File: config.mk
export PLATFORM = sky130hd
export DESIGN_NAME = usbdbg_sched
export DESIGN_NICKNAME = d
export VERILOG_FILES = /design/src/rtl/usbdbg_pkg.sv /design/src/rtl/usbdbg_divider.sv /design/src/rtl/usbdbg_timers.sv /design/src/rtl/usbdbg_ctrl.sv /design/src/rtl/usbdbg_sched.sv
export SDC_FILE = /design/constraint.sdc
export NUM_CORES = 1
export LEC_CHECK = 0
export ABC_AREA = 1
export BUFFER_PORTS_ARGS = -buffer_cell sky130_fd_sc_hd__clkbuf_2
export CAP_MARGIN = 15
export CELL_PAD_IN_SITES_DETAIL_PLACEMENT = 2
export CELL_PAD_IN_SITES_GLOBAL_PLACEMENT = 2
export CORE_MARGIN = 2
export CORE_UTILIZATION = 29
export CTS_CLUSTER_SIZE = 28
export DETAILED_ROUTE_END_ITERATION = 8
export PLACE_DENSITY = 0.7
export SLEW_MARGIN = 20
export SYNTH_ARGS = -nofsm -noshare
export SYNTH_HDL_FRONTEND = slang
export SYNTH_SLANG_ARGS = --single-unit
File: constraint.sdc
create_clock -name clk -period 1.7 [get_ports clk]
set_input_delay 0.17 -clock clk [delete_from_list [all_inputs] [get_ports clk]]
set_output_delay 0.17 -clock clk [all_outputs]
set_load 0.05 [all_outputs]
File: src/rtl/usbdbg_pkg.sv
`timescale 1ns/1ps
package usbdbg_pkg;
  typedef enum logic [1:0] {
    MODE_OFF   = 2'd0,
    MODE_KEEP  = 2'd1,
    MODE_SOF   = 2'd2,
    MODE_STALL = 2'd3
  } dbgMode_e;

  typedef enum logic [1:0] {
    ARB_IDLE = 2'd0,
    ARB_KEEP = 2'd1,
    ARB_XFER = 2'd2
  } arbState_e;

  // control -> timer datapath
  typedef struct packed {
    logic kaRun;
    logic pollRun;
  } timerCtl_t;

  // timer datapath -> control
  typedef struct packed {
    logic kaTick;
    logic pollTick;
  } timerEvt_t;
endpackage

File: src/rtl/usbdbg_divider.sv
`timescale 1ns/1ps
module usbdbg_divider #(
  parameter int LIMIT = 16
) (
  input  logic clk,
  input  logic rstN,
  input  logic run,
  output logic tick
);
  localparam int W = (LIMIT > 2) ? $clog2(LIMIT) : 1;
  localparam logic [W-1:0] LAST = W'(LIMIT - 1);

  logic [W-1:0] count;

  assign tick = run && (count == LAST);

  always_ff @(posedge clk) begin
    if (!rstN)      count <= '0;
    else if (!run)  count <= '0;
    else if (tick)  count <= '0;
    else            count <= count + 1'b1;
  end
endmodule

File: src/rtl/usbdbg_timers.sv
`timescale 1ns/1ps
module usbdbg_timers
  import usbdbg_pkg::*;
#(
  parameter int KA_CYC   = 1000,
  parameter int POLL_CYC = 100
) (
  input  logic      clk,
  input  logic      rstN,
  input  timerCtl_t ctl,
  output timerEvt_t evt
);
  usbdbg_divider #(.LIMIT(KA_CYC)) kaDiv (
    .clk (clk),
    .rstN(rstN),
    .run (ctl.kaRun),
    .tick(evt.kaTick)
  );

  usbdbg_divider #(.LIMIT(POLL_CYC)) pollDiv (
    .clk (clk),
    .rstN(rstN),
    .run (ctl.pollRun),
    .tick(evt.pollTick)
  );
endmodule

File: src/rtl/usbdbg_ctrl.sv
`timescale 1ns/1ps
module usbdbg_ctrl
  import usbdbg_pkg::*;
(
  input  logic       clk,
  input  logic       rstN,
  input  logic       ownerBit,
  input  logic       enabledBit,
  input  logic       portEnable,
  input  logic       portSuspend,
  input  logic       portReset,
  input  logic       runStop,
  input  logic       powerD0,
  input  logic       sofSent,
  input  logic       swReq,
  input  logic       kaDone,
  input  logic       txDone,
  input  timerEvt_t  evt,
  output timerCtl_t  ctl,
  output logic       kaReq,
  output logic       txGrant,
  output logic       holdOff,
  output logic [1:0] modeOut
);
  dbgMode_e  mode;
  arbState_e state, nextState;
  logic      holdReg, linkBusy, blocked, live;
  logic      kaPend, txPend, kaWant, canXfer, goKeep, goXfer;

  always_comb begin
    if (!ownerBit || !enabledBit) mode = MODE_OFF;
    else if (!powerD0)            mode = MODE_STALL;
    else if (runStop)             mode = MODE_SOF;
    else if (portEnable)          mode = MODE_KEEP;
    else                          mode = MODE_STALL;
  end

  assign linkBusy    = portReset || portSuspend;
  assign blocked     = holdReg || linkBusy;
  assign live        = (mode == MODE_KEEP) || (mode == MODE_SOF);
  assign ctl.kaRun   = (mode == MODE_KEEP) && !linkBusy;
  assign ctl.pollRun = live;

  // hold-off lasts through reset/suspend and until the first frame after it
  always_ff @(posedge clk) begin
    if (!rstN)         holdReg <= 1'b0;
    else if (linkBusy) holdReg <= 1'b1;
    else if (sofSent)  holdReg <= 1'b0;
  end

  assign kaWant  = ctl.kaRun && (kaPend || evt.kaTick);
  assign canXfer = live && txPend && !blocked;

  always_comb begin
    nextState = state;
    unique case (state)
      ARB_IDLE: begin
        if (kaWant)       nextState = ARB_KEEP;
        else if (canXfer) nextState = ARB_XFER;
      end
      ARB_KEEP: begin
        if (kaDone) nextState = canXfer ? ARB_XFER : ARB_IDLE;
      end
      ARB_XFER: begin
        if (txDone) nextState = ARB_IDLE;
      end
      default: nextState = ARB_IDLE;
    endcase
  end

  assign goKeep = (state == ARB_IDLE) && (nextState == ARB_KEEP);
  assign goXfer = (state != ARB_XFER) && (nextState == ARB_XFER);

  always_ff @(posedge clk) begin
    if (!rstN) begin
      state  <= ARB_IDLE;
      kaPend <= 1'b0;
      txPend <= 1'b0;
    end else begin
      state <= nextState;
      if (!ctl.kaRun)  kaPend <= 1'b0;
      else if (goKeep) kaPend <= 1'b0;
      else if (evt.kaTick) kaPend <= 1'b1;
      if (!live)       txPend <= 1'b0;
      else if (goXfer) txPend <= 1'b0;
      else if (evt.pollTick && swReq) txPend <= 1'b1;
    end
  end

  assign kaReq   = (state == ARB_KEEP);
  assign txGrant = (state == ARB_XFER);
  assign holdOff = blocked;
  assign modeOut = mode;
endmodule

File: src/rtl/usbdbg_sched.sv
`timescale 1ns/1ps
module usbdbg_sched
  import usbdbg_pkg::*;
#(
  parameter int CLK_KHZ = 60000,
  parameter int KA_US   = 1000,
  parameter int POLL_US = 100
) (
  input  logic       clk,
  input  logic       rstN,
  input  logic       ownerBit,
  input  logic       enabledBit,
  input  logic       portEnable,
  input  logic       portSuspend,
  input  logic       portReset,
  input  logic       runStop,
  input  logic       powerD0,
  input  logic       sofSent,
  input  logic       swReq,
  input  logic       kaDone,
  input  logic       txDone,
  output logic       kaReq,
  output logic       txGrant,
  output logic       holdOff,
  output logic [1:0] modeOut
);
  localparam int KA_CYC   = CLK_KHZ * KA_US / 1000;
  localparam int POLL_CYC = CLK_KHZ * POLL_US / 1000;

  timerCtl_t tCtl;
  timerEvt_t tEvt;

  usbdbg_timers #(.KA_CYC(KA_CYC), .POLL_CYC(POLL_CYC)) timers (
    .clk (clk),
    .rstN(rstN),
    .ctl (tCtl),
    .evt (tEvt)
  );

  usbdbg_ctrl ctrl (
    .clk        (clk),
    .rstN       (rstN),
    .ownerBit   (ownerBit),
    .enabledBit (enabledBit),
    .portEnable (portEnable),
    .portSuspend(portSuspend),
    .portReset  (portReset),
    .runStop    (runStop),
    .powerD0    (powerD0),
    .sofSent    (sofSent),
    .swReq      (swReq),
    .kaDone     (kaDone),
    .txDone     (txDone),
    .evt        (tEvt),
    .ctl        (tCtl),
    .kaReq      (kaReq),
    .txGrant    (txGrant),
    .holdOff    (holdOff),
    .modeOut    (modeOut)
  );
endmodule

Word-level counts from Yosys, hierarchy flattened
Index checks and enable logic that the tools add are counted.
{ "word_totals": {"register_bits": 34, "inputBits": 13, "output_inout_bits": 5} }
{ "op_classes": {"n_addsub": 2, "n_eq_ne": 9, "n_mux": 12, "n_bitwise": 3, "n_reduce_logical": 24} }
{ "ops": {"columns": ["cell", "count"], "rows": [
  ["2-bit 2-to-1 mux", 9],
  ["16-bit by 1-bit adder with 16-bit output (second input constant)", 1],
  ["16-bit equality test (second input constant)", 1],
  ["13-bit by 1-bit adder with 13-bit output (second input constant)", 1],
  ["13-bit equality test (second input constant)", 1],
  ["3-bit OR reduction", 4],
  ["1-bit logical AND", 9],
  ["2-bit by 1-bit equality test with 1-bit output (second input constant)", 3],
  ["2-bit equality test (second input constant)", 3],
  ["2-bit one-hot mux with 3 select lines", 1],
  ["1-bit logical OR", 5],
  ["1-bit logical NOT", 4],
  ["1-bit inverter", 3],
  ["2-bit logical NOT", 1],
  ["1-bit 2-to-1 mux", 2],
  ["2-bit inequality test (second input constant)", 1],
  ["2-bit nonzero test", 1]
]} }

Longest topological paths before layout
Gate-level depths: netlist (run 1).
{ "logic_depth": {"word_depth": 14, "mapped_depth": 12, "mapped_depth_nobuf": 11} }

Hierarchy
Synthesis (run 1) repeated with hierarchy kept, for this count alone.
{ "unflattened": {"cells_unflattened": 269, "hier_area_um2": 1840.5} }
{ "modules_own_cells": {"columns": ["mod", "n_inst", "cells_per_inst", "area_each_um2", "seq_area_each_um2"], "rows": [
  ["usbdbg_divider (timers.kaDiv)", 1, 124, 837.1, 320.3],
  ["usbdbg_divider (timers.pollDiv)", 1, 96, 664.4, 260.2],
  ["usbdbg_ctrl", 1, 49, 339.1, 100.1]
]} }

Least setup slack after synthesis (run 1)
OpenSTA, ideal clock, no wires.
{ "synth_timing": {"path_kind": "input to register", "start": "in ownerBit", "end": "reg timers.pollDiv.count[11]", "setup_time_ns": 0.113, "arrival_time_ns": 2.029, "t_required_ns": 1.587, "path_slack_ns": -0.442, "path_stages": 12, "path_cell_list": "nand2_1 -> a21oi_1 -> ha_1 -> inv_1 -> nand4_1 -> nor2_1 -> nand2_1 -> nand2_1 -> buf_4 -> a21oi_1 -> o21ai_1 -> inv_1"} }
{ "synth_via": {"elab_chain_cells": 7} }
{ "synth_lines": {"columns": ["element", "line_no", "source"], "rows": [
  ["from (decl)", "usbdbg_sched.sv:11", "input logic ownerBit,"],
  ["1-bit logical NOT (*)", "usbdbg_ctrl.sv:31", "if (!ownerBit || !enabledBit) mode = MODE_OFF;"],
  ["1-bit logical OR (*)", "usbdbg_ctrl.sv:31", null],
  ["2-bit 2-to-1 mux (*)", "usbdbg_ctrl.sv:31", null],
  ["via modeOut[0]", "usbdbg_sched.sv:25", "output logic [1:0] modeOut"],
  ["2-bit by 1-bit equality test with 1-bit output or 2-bit equality test (tied branches)", "usbdbg_ctrl.sv:40", "assign live = (mode == MODE_KEEP) || (mode == MODE_SOF);"],
  ["1-bit logical OR (*)", "usbdbg_ctrl.sv:40", null],
  ["1-bit logical AND or 1-bit inverter (tied branches)", null, null],
  ["3-bit OR reduction (no source line) (*)", null, null],
  ["to (signal assigned)", "usbdbg_divider.sv:21", "else count <= count + 1'b1;"],
  ["to (decl)", "usbdbg_divider.sv:13", "logic [W-1:0] count;"]
]} }
Mark *: on every way through the listed nets, which the timed path passes. The rest lies on a longest branch.
A chain may end at the register's enable or synchronous reset.

Worst setup path in the final report (run 1)
{ "layout_timing": {"start": "reg timers.kaDiv.count[1]", "end": "reg timers.kaDiv.count[14]"} }
{ "layout_via": {"elab_chain_cells": 3} }
{ "layout_lines": {"columns": ["element", "line_no"], "rows": [
  ["from (decl)", "usbdbg_divider.sv:13"],
  ["from (signal assigned)", "usbdbg_divider.sv:21"],
  ["branches (longest 3 deep; another with 16-bit by 1-bit adder with 16-bit output)", null]
]} }
Several ways; the timed one is not identified.

==> summary.md, run 1 <==
| Metric | Value |
|---|---|
| Status | finished clean |
| First-pass GRT wire length | roughly 7.7 mm |
| Die area | between 0.006 and 0.007 mm2 |
| Post-Synth Simple-Gate Area | between 30% and 40% |
| Clk_skew | between 0.006 and 0.007 ns |
| Tmin final | roughly 1.5 ns |
| # rows | 27 |
| Area occupied by multi-input gates | approximately 890 um2 |
| Count of pins over their slew limit | 0 |
| Syn_nets | between 200 and 300 |
| # DRC | 0 |
| Placed cells | 339 |
| Die Ht | roughly 81 um |
| CP peak stage delay | 0.39 ns |
| Clock slew at reported path FFs | approximately 0.07 ns |
| Worst Max-Slew Pin Slew | 0.284 ns |
| Complex-gate fraction of the synthesized area | under 10% |
| Post-DRT Antenna Nets | 0 |
| Ports | 18 |
| Final worst slack | between 0.15 and 0.2 ns |
| Initial antenna violation count | 0 |
| Multiplexer area fraction after synthesis | 0% |
| Post-Synth XOR/XNOR Area | under 10% |
| Pre-CTS WS | -0.217 ns |
| Grt ovf | 0 |
| Commonest cells after routing, fill and taps aside | nand2_1 (46), inv_1 (37), nor2_1 (35), dfxtp_1 (32), clkbuf_2 (17) |
| Clock Latency Late Sink | 0.28 ns |
| PortBufs | 17 |
| Htree depth | 2 |
| Clk root buf | clkbuf_8 |
| Share of cells above drive strength 1 | around 22% |
| Final cycle utilization of the critical path | 89.5% |
| Hold WC Path Type | in2reg |
| Worst EP arrival | approximately 1.7 ns |
| Crit Path Class | reg2reg |
| Buffers and inverters on the worst path | 0 |
| Final std cells w/o fill | 347 |
| GPL Wtd Cong | around 0.72 |
| Core area | 0.00557 mm2 |
| Design Power | around 1.5 mW |
| Via count | between 1500 and 2000 |
| Worst rel slew slack | roughly 81% |
| Crit start category | flip-flop |
| Area Overhead vs Synth | 24.2% |
| #FFs+latches synth | 34 |
| Kind of end point of the critical path | flip-flop |
| Avg Cell Area, Syn | ~7 um2 |
| Asr flop ratio synth | 0% |
| Post-synth EDFFs | 0 |
| Sequential area share after synthesis | about 40% |
| Clock sink count | 34 |
| TritonCTS Buffers | 5 |
| CTS tree | done |
| ANT cells | 0 |
| Nets | between 200 and 300 |
| Commonest non-fill, non-tap cell in the layout | nand2_1 |
| Syn. warnings | 0 |
| Mapped cell area | between 0.0015 and 0.002 mm2 |
| Fmax | ~660 MHz |
| Max IR drop VDD | 0.000317 V |
| Routed wire length | between 4 and 5 mm |
| Pwr/cell area | slightly above 700 mW/mm2 |
| Fillers | 700 |
| CP max-delay cell | dfxtp_1 |
| Average via count per standard cell | 4.59 |
| CP Max Fanout | 3 |
| Vias in the first global route | 1690 |
| 1st-iter DRT viols | 27 |
| CTS Buffer Depth | 2 |
| Synth Instances | around 240 |
| Pin count of the biggest net entering global routing | 17 |
| Final Core Density | 37.9% |
| Crit-path cells | ha_2, nand2_1, nor3_4, nand3_1, or2_0, a21oi_1 |
| First drt pass iteration count | 3 |
| Netlist cell types | 32 |
| Initial Util | 30.5% |
| # setup viols final | 0 |
| Crit path max-delay family | simple AND/OR/NAND/NOR gates |
| Adder-Cell Fraction of Synth Area | roughly 2.2% |
| Largest family of logic cells by synthesized area | simple AND/OR/NAND/NOR gates |
| Max Cap Violations | 0 |
| Total GRT Usage | between 10% and 20% |
| Leakage power | 0.867 nW |
| CP required | about 1.9 ns |
| Wire length per cell | ~13 um |
| Die Wd | 80.5 um |
| Post-DP HPWL | between 3 and 4 mm |
| Final Hold Violating Endpoints | 0 |
| Sequential Area | slightly below 700 um2 |
| Prevailing post-synth register cell | dfxtp_1 |
final timing paths:
| check | from | endpoint | slack (ns) | cells past startpoint |
|---|---|---|---|---|
| min reg2reg | timers.pollDiv.count[0]$_SDFF_PP0_ | timers.pollDiv.count[0]$_SDFF_PP0_ | 0.43 | 1 |
| min | sofSent | ctrl.holdReg$_SDFFE_PN0P_ | 0.16 | 3 |
| max reg2reg | timers.kaDiv.count[1]$_SDFF_PP0_ | timers.kaDiv.count[14]$_SDFF_PP0_ | 0.18 | 6 |
| max | timers.kaDiv.count[1]$_SDFF_PP0_ | timers.kaDiv.count[14]$_SDFF_PP0_ | 0.18 | 6 |
timing repair:
action,CTS,global route
endpoints found under the setup margin,0,16
hold buffers,0,0
setup buffers,0,0
gates resized for setup,0,9
sequential cells by signal, summed over array words and instances (netlist names):
register              cells
ctrl.holdReg              1
ctrl.kaPend               1
ctrl.state                2
ctrl.txPend               1
timers.kaDiv.count       16
timers.pollDiv.count     13
logic make-up after synthesis:
| group | after synthesis |
|---|---|
| DFF | 34 |
| and+or+nand+nor | 126 |
| AOI/OAI and AO/OA | 24 |
| adders and majority gates | 3 |
| buffers and inverters | 42 |
| xor gates and xnor gates | 9 |
metal layers:
metal	vias to the layer above	track usage, %	part of all wire, %
met4	0	5.08	1.2
met3	4	3.37	1.8
met2	7	28.3	53
met1	760	17.8	44
met5	-	0	0
li1	820	-	-
area by class of cell:
type	instances	area share (%)
Inverter	40	7.11
Clock buffer	7	4.09
Timing Repair Buffer	31	9.60
Clock inverter	1	0.237
Sequential cell	34	32.4
Multi-Input combinational cell	162	42.3
Tap cell	72	4.27
power by group:
group / internal [mW] / switching [mW] / leakage [nW]
clock network: 0.327 / 0.292 / 0.0482
registers: 0.801 / 0.00302 / 0.275
logic: 0.0387 / 0.0525 / 0.544
total: 1.17 / 0.348 / 0.867
metrics by stage:
stage	hold slack, ns	cell area [um2]	setup TNS [ns]
floorplan	0.344	1710	0
global placement	0.445	1990	-0.560
detailed placement	0.453	1990	-2.35
CTS	0.156	2080	0
global route	0.174	2110	-0.00686
finish	0.158	2110	0
synth_stat cells, drive strengths merged, types with 2 or more instances:
cell type / count / share of area, %
o21ai: 5 / 1.5
nor2: 40 / 9.9
a21oi: 15 / 4.6
nand3: 13 / 4.9
or2: 2 / 0.74
xor2: 7 / 3.6
nand4: 6 / 2.2
nor3: 11 / 3.8
o21a: 2 / 0.88
xnor2: 2 / 1.0
ha: 3 / 2.2
nor3b: 4 / 2.1
buf: 2 / 0.74
dfxtp: 34 / 40
nand2: 48 / 11
inv: 40 / 8.8
worst register-to-register path, delay by kind of cell, from the launching register on:
| kind | cells | cell delay, ns |
|---|---|---|
| AOI/OAI and AO/OA | 1 | 0.12 |
| adders and majority gates | 1 | 0.23 |
| DFF | 1 | 0.39 |
| and+or+nand+nor | 4 | 0.72 |
No activity file was read; power rests on OpenSTA's default activity.
==> run 2: changes to the inputs <==
ABC_AREA = default   (was 1)
CORE_UTILIZATION = 31   (was 29)
TNS_END_PERCENT = 10   (was default)
==> run 2 against run 1 <==
The run now ends with negative setup slack left; clock skew fell by 0.0029 ns; combinational power is 3.9% lower; first-iteration DRC count is 7.4% lower; largest power group unchanged.
==> summary.md, run 2 <==
| Metric | Value |
|---|---|
| Prevailing post-synth register cell | dfxtp_1 |
| Mapped cell area | 0.00158 mm2 (-7.1%) |
| Crit path capture | ctrl.state[1]$_SDFF_PN0_ |
| Core area | 0.00482 mm2 (-14%) |
| Switching portion of total power | 23.2% (+0.28 points) |
| Pin count of the biggest net entering global routing | 17 (unchanged) |
| Crit path max-delay family | simple AND/OR/NAND/NOR gates |
| GPL Wtd Cong | 0.735 (+2.5%) |
| Placed Instance Area | 0.00193 mm2 (-3.0%) |
| Final setup TNS | -0.0328 ns (-0.0328 ns) |
| Worst R2R End | ctrl.state[1]$_SDFF_PN0_ |
| WP depth | 4 (-2) |
| Placed cells | 279 (-18%) |
| Worst EP arrival | 1.91 ns (+0.17 ns) |
| Sequential area share after synthesis | 43.1% (+3.1 points) |
| Combinational power share | 5.8% (-0.2 points) |
| Clk root buf | clkbuf_8 |
| Clk_skew | 0.00352 ns (-0.00286 ns) |
| CP required | 1.88 ns (-0.04 ns) |
| Setup repair after global routing missed its margin | yes |
| Routed wire length | 4.32 mm (-5.2%) |
| Syn_nets | 198 (-22%) |
| Max IR drop VDD | 0.000365 V (+15%) |
| Synth top area cells | dfxtp_1 (43%), xnor2_1 (10%), nor2_1 (8.3%), nor4_1 (3.6%), nand3_1 (3.5%) |
| Average via count per standard cell | 4.85 (+5.7%) |
| Design Power | 1.52 mW (+0.37%) |
| Hold buffers post-CTS | 0 (unchanged) |
| Wire length per cell | 15.0 um (+15%) |
| Worst rel slew slack | 60.9% (-20 points) |
| TritonCTS Buffers | 5 (unchanged) |
| Final std cells w/o fill | 287 (-17%) |
| Violated checks | negative setup slack |
| Post-DP HPWL | 3.40 mm (-5.5%) |
| CP Max Fanout | 2 (-1) |
| First drt pass iteration count | 4 (+1) |
| Post-synth top area share | 43.1% (+3.1 points) |
| Max reg flops | 16 (unchanged) |
| Grt ovf | 0 (unchanged) |
| CTS tree | done |
| Clock Power Share | 41.4% (+0.5 points) |
| Kind of end point of the critical path | flip-flop |
| Syn. warnings | 0 (unchanged) |
| Avg Cell Area, Syn | 8.67 um2 (+21%) |
| Max Cap Violations | 0 (unchanged) |
| Initial antenna violation count | 0 (unchanged) |
| CP max-delay cell | or4b_4 |
| Commonest cells after routing, fill and taps aside | nor2_1 (35), dfxtp_1 (30), xnor2_1 (18), clkbuf_2 (17), buf_4 (15) |
| Ports | 18 (unchanged) |
| CTS Buffer Depth | 2 (unchanged) |
| Share of cells above drive strength 1 | 27.3% (+5.5 points) |
| Hold WC Path Type | in2reg |
| Clock slew at reported path FFs | 0.07 ns (about the same) |
| Status | finished, violations left |
| PortBufs | 17 (unchanged) |
| Die Wd | 75.3 um (-6.5%) |
| Total GRT Usage | 17.9% (+2.4 points) |
| P_sw | 353 uW (+1.6%) |
| Worst r2r src | timers.kaDiv.count[5]$_SDFF_PP0_ |
| Pre-CTS WS | -0.253 ns (-0.0359 ns) |
| Synth Instances | 182 (-24%) |
| Worst Max-Slew Pin Slew | 0.579 ns (+0.295 ns) |
| ANT cells | 0 (unchanged) |
| #FFs+latches synth | 34 (unchanged) |
| Crit-path cells | or4b_4, o41ai_4, nor4_2, o311a_1 |
| Die area | 0.00568 mm2 (-13%) |
| Count leader, synth | nor2_1 |
| Fmax | 577 MHz (-12%) |
| Count of pins over their slew limit | 0 (unchanged) |
| Final Core Density | 42.4% (+4.5 points) |
| Final instance area | 0.00204 mm2 (-3.3%) |
| Htree depth | 2 (unchanged) |
| Commonest non-fill, non-tap cell in the layout | nor2_1 |
| Nets | 235 (-19%) |
| 1st-iter DRT viols | 25 (-7.4%) |
| Final Hold Violating Endpoints | 0 (unchanged) |
| Netlist cell types | 35 (+9.4%) |
| Worst reg2reg path depth | 4 (-2) |
| Hold WS | 0.163 ns (+0.00476 ns) |
| Crit Path Class | reg2reg |
| Leakage power | 0.704 nW (-19%) |
| Vias in the first global route | 1588 (-6.0%) |
| Area Overhead vs Synth | 29.3% |
| # DRC | 0 (unchanged) |
| Asr flop ratio synth | 0% (unchanged) |
| Crit start category | flip-flop |
| Pwr/cell area | 745 mW/mm2 (+3.8%) |
| Post-synth EDFFs | 0 (unchanged) |
| Critical Path Start | timers.kaDiv.count[5]$_SDFF_PP0_ |
| Buffers and inverters on the worst path | 0 (unchanged) |
| Final worst slack | -0.0328 ns (-0.211 ns) |
| P_int | 1.17 mW (unchanged) |
| Final cycle utilization of the critical path | 102% (+12 points) |
| Post-DRT Antenna Nets | 0 (unchanged) |
| First-pass GRT wire length | 7.48 mm (-3.2%) |
| Die Ht | 75.3 um (-6.5%) |
| R2R setup slack | -0.03 ns (-0.21 ns) |
| Tmin final | 1.73 ns (+0.211 ns) |
| Largest reg by FF count | timers.kaDiv.count |
| Initial Util | 32.8% (+2.3 points) |
| Synth area leader | dfxtp_1 |
| Power share of the sequential group | 52.9% (-0.2 points) |
| Clock sink count | 34 (unchanged) |
| CP peak stage delay | 0.57 ns (+0.18 ns) |
| # setup viols final | 1 (+1) |
| Largest registers | timers.kaDiv.count: 16 flops, timers.pollDiv.count: 13 flops, ctrl.state: 2 flops |
| Synth top cells by count | nor2_1 (35), dfxtp_1 (34), xnor2_1 (18) |
| Via count | 1391 (-13%) |
| # rows | 25 (-7.4%) |
| Clock Latency Late Sink | 0.29 ns (about the same) |
-- run 2: what timing repair did --
action	4_1_cts	5_1_grt
gates resized for setup	2	5
endpoints found under the setup margin	8	19
cloned	0	0
buffers inserted	0	0
-- run 2: final cells by class --
| class | count | area [um2] |
|---|---|---|
| Sequential cell | 34 | 686 |
| Inverter | 9 | 33.8 |
| Clock inverter | 1 | 5.00 |
| Timing Repair Buffer | 34 | 238 |
| Tap cell | 67 | 83.8 |
| Multi-Input combinational cell | 135 | 908 |
| Fill cell | 561 | 2780 |
| Clock buffer | 7 | 86.3 |
-- run 2: power by group through the flow --
stage	combinational (mW)	clock, mW	sequential, mW
3_3_place_gp	0.0845	0	0.821
3_5_place_dp	0.0896	0	0.822
2_1_floorplan	0.0486	0	0.821
4_1_cts	0.0897	0.661	0.803
6_report	0.0877	0.629	0.803
5_1_grt	0.0973	0.695	0.804
-- run 2: worst register-to-register path, stage by stage, from the launching register on --
cell and delay [ns]:
dfxtp_2 0.33, or4b_4 0.57, o41ai_4 0.28, nor4_2 0.10, o311a_1 0.35
-- run 2: worst min path at each step --
stage | start | to | depth (start not counted)
detailed placement | timers.pollDiv.count[0]$_SDFF_PP0_ | timers.pollDiv.count[0]$_SDFF_PP0_ | 1
CTS | rstN | ctrl.state[1]$_SDFF_PN0_ | 2
floorplan | rstN | ctrl.state[1]$_SDFF_PN0_ | 1
finish | sofSent | ctrl.holdReg$_SDFFE_PN0P_ | 3
global route | rstN | ctrl.state[1]$_SDFF_PN0_ | 2
global placement | timers.pollDiv.count[0]$_SDFF_PP0_ | timers.pollDiv.count[0]$_SDFF_PP0_ | 1
-- run 2: metal layers --
metal | vias to the layer above | GRT usage, % | routed length [um]
li1 | 692 | - | -
met1 | 678 | 19.2 | 1730
met2 | 15 | 33.8 | 2410
met3 | 6 | 4.37 | 118
met4 | 0 | 6.43 | 64
met5 | - | 0 | 0
-- run 2: cell families (layout without fill, tap and decap cells) --
family / count (synthesis) / count (layout) / synth area share [%]
flops: 34 / 34 / 43.1
simple gates: 98 / 98 / 32.7
compound gates: 11 / 11 / 5.79
buf+inv: 13 / 51 / 3.25
xor+xnor: 23 / 23 / 12.8
fa+ha+maj: 3 / 3 / 2.38
==> run 3: changes to the inputs <==
CORE_UTILIZATION = 33   (was 31)
CTS_BUF_LIST = sky130_fd_sc_hd__clkbuf_4 sky130_fd_sc_hd__clkbuf_8   (was default)
PLACE_DENSITY = 0.74   (was 0.7)
SKIP_LAST_GASP = 1   (was default)
==> run 3 against run 2 <==
Flip-flop and latch count unchanged; register-to-register slack worse by 0.07 ns; clock-buffer cell count unchanged; sequential power about the same; the run still ends with negative setup slack left.
==> summary.md, run 3 (synthesized netlist as in run 2, its figures left out) <==
| Metric | Value |
|---|---|
| Status | finished, violations left |
| Violated checks | negative setup slack |
| CTS Buffer Depth | 2 (unchanged) |
| # DRC | 0 (unchanged) |
| Pwr/cell area | 758 mW/mm2 (+1.7%) |
| Clock sink count | 34 (unchanged) |
| Worst r2r src | timers.kaDiv.count[15]$_SDFF_PP0_ |
| Setup repair after global routing missed its margin | yes |
| Die Wd | 73.1 um (-2.9%) |
| Total GRT Usage | 19.3% (+1.4 points) |
| Initial Util | 33.9% (+1.1 points) |
| Count of pins over their slew limit | 0 (unchanged) |
| Max reg flops | 16 (unchanged) |
| Pin count of the biggest net entering global routing | 17 (unchanged) |
| First drt pass iteration count | 4 (unchanged) |
| Crit Path Class | reg2reg |
| Kind of end point of the critical path | flip-flop |
| Clock slew at reported path FFs | 0.07 ns (about the same) |
| P_sw | 352 uW (-0.26%) |
| # rows | 25 (unchanged) |
| First-pass GRT wire length | 7.80 mm (+4.3%) |
| Commonest cells after routing, fill and taps aside | nor2_1 (35), dfxtp_1 (34), xnor2_1 (18), clkbuf_2 (17), buf_4 (17) |
| Vias in the first global route | 1597 (+0.57%) |
| Max Cap Violations | 0 (unchanged) |
| Clock Latency Late Sink | 0.29 ns (about the same) |
| Final setup TNS | -0.144 ns (-0.112 ns) |
| Clk_skew | 0.00762 ns (+0.00410 ns) |
| Hold buffers post-CTS | 0 (unchanged) |
| Power share of the sequential group | 52.3% (-0.6 points) |
| Combinational power share | 5.7% (about the same) |
| Worst hold path depth | 3 (unchanged) |
| Final cycle utilization of the critical path | 106% (+4.1 points) |
| Final Core Density | 43.5% (+1.1 points) |
| Average via count per standard cell | 5.15 (+6.2%) |
| Switching portion of total power | 23.0% (-0.29 points) |
| Worst EP arrival | 1.98 ns (+0.07 ns) |
| CP required | 1.87 ns (about the same) |
| Final worst slack | -0.103 ns (-0.0705 ns) |
| Worst Max-Slew Pin Slew | 0.472 ns (-0.107 ns) |
| Clk root buf | clkbuf_8 |
| P_int | 1.18 mW (+1.4%) |
| CP Max Fanout | 3 (+1) |
| Post-DRT Antenna Nets | 0 (unchanged) |
| 1st-iter DRT viols | 33 (+32%) |
| Grt ovf | 0 (unchanged) |
| Largest reg by FF count | timers.kaDiv.count |
| Initial antenna violation count | 0 (unchanged) |
| Most Crowded Layer GR | met2 |
| Post-DP HPWL | 3.47 mm (+2.3%) |
| Area Overhead vs Synth | 28.4% |
| GR met3 Demand/Resource | 4.56% (+0.19 points) |
| R2R setup slack | -0.10 ns (-0.07 ns) |
| # setup viols final | 6 (+5) |
| Tmin final | 1.80 ns (+0.0705 ns) |
| Met1 global-route usage | 21.8% (+2.5 points) |
| CP peak stage delay | 0.51 ns (-0.06 ns) |
| Final Hold Violating Endpoints | 0 (unchanged) |
| HP Start | sofSent |
| Core area | 0.00466 mm2 (-3.2%) |
| TritonCTS Buffers | 5 (unchanged) |
| Htree depth | 2 (unchanged) |
| Wire length per cell | 16.0 um (+6.5%) |
| Design Power | 1.53 mW (+0.99%) |
| Worst R2R End | ctrl.state[1]$_SDFF_PN0_ |
| Crit start category | flip-flop |
| GPL Wtd Cong | 0.752 (+2.2%) |
| Met2 GRT Util | 35.2% (+1.4 points) |
| Crit-path cells | or4b_4, o41ai_4, nor4_2, o311a_1 |
| Hold EP | ctrl.holdReg$_SDFFE_PN0P_ |
| Nets | 237 (+0.85%) |
| Leakage power | 0.719 nW (+2.1%) |
| Cts repair resizes | 0 (-2) |
| Fmax | 555 MHz (-3.9%) |
| Max IR drop VDD | 0.000408 V (+12%) |
| Commonest non-fill, non-tap cell in the layout | nor2_1 |
| Clock Power Share | 42.0% (+0.6 points) |
| ANT cells | 0 (unchanged) |
| Ports | 18 (unchanged) |
| Worst reg2reg path depth | 4 (unchanged) |
| Largest registers | timers.kaDiv.count: 16 flops, timers.pollDiv.count: 13 flops, ctrl.state: 2 flops |
| Setup Buffers After CTS | 0 (unchanged) |
| Worst rel slew slack | 68.1% (+7.2 points) |
| Hold WC Path Type | in2reg |
| CTS tree | done |
| Hold WS | 0.148 ns (-0.0152 ns) |
| Pre-CTS WS | -0.235 ns (+0.0181 ns) |
| PortBufs | 17 (unchanged) |
| CP max-delay cell | or4b_4 |
| Routed wire length | 4.42 mm (+2.4%) |
| Via count | 1421 (+2.2%) |
| Die Ht | 73.1 um (-2.9%) |
| Share of cells above drive strength 1 | 25.2% (-2.0 points) |
| Die area | 0.00535 mm2 (-5.7%) |
==> run 3: worst max-delay path by stage <==
| stage | start | slack, ns | to | cells past startpoint |
|---|---|---|---|---|
| final | timers.kaDiv.count[15]$_SDFF_PP0_ | -0.10 | ctrl.state[1]$_SDFF_PN0_ | 4 |
| after global routing | timers.kaDiv.count[0]$_SDFF_PP0_ | -0.22 | ctrl.state[1]$_SDFF_PN0_ | 5 |
| after CTS | timers.kaDiv.count[0]$_SDFF_PP0_ | -0.13 | ctrl.state[1]$_SDFF_PN0_ | 5 |
| after detailed placement | ownerBit | -0.23 | ctrl.state[1]$_SDFF_PN0_ | 7 |
| after global placement | ownerBit | -0.10 | ctrl.txPend$_SDFFE_PP0P_ | 9 |
| after floorplan | timers.kaDiv.count[0]$_SDFF_PP0_ | -0.007 | ctrl.state[1]$_SDFF_PN0_ | 5 |
==> run 3: power groups by stage <==
stage	clock (mW)	combinational [mW]	sequential, mW
finish	0.644	0.0873	0.803
global route	0.705	0.0958	0.804
CTS	0.668	0.0893	0.803
detailed placement	0	0.0892	0.822
global placement	0	0.0842	0.821
floorplan	0	0.0486	0.821
==> run 3: critical path: cells and delay by family (launching register included) <==
kind / cells / cell delay (ns)
AO/OA/AOI/OAI: 2 / 0.68
AND/OR/NAND/NOR: 2 / 0.62
flip-flops: 1 / 0.39
==> run 3: area by class of cell <==
type / instances / area (um2)
fillers: 531 / 2640
multi-input cells: 135 / 896
repair buffers: 36 / 253
clock buffers: 7 / 90.1
clock inverters: 1 / 5.00
well taps: 54 / 67.6
flip-flops and latches: 34 / 681
inverters: 9 / 33.8
==> run 3: layer usage <==
metal,vias up,part of all wire [%]
li1,698,-
met1,700,41
met2,16,55
met3,7,2.2
met4,0,1.7
met5,-,0
==> run 3: stage by stage <==
step / area, um2 / std cells
6_report: 2030 / 276
3_3_place_gp: 1930 / 268
4_1_cts: 2030 / 276
2_1_floorplan: 1640 / 182
3_5_place_dp: 1930 / 268
5_1_grt: 2030 / 276
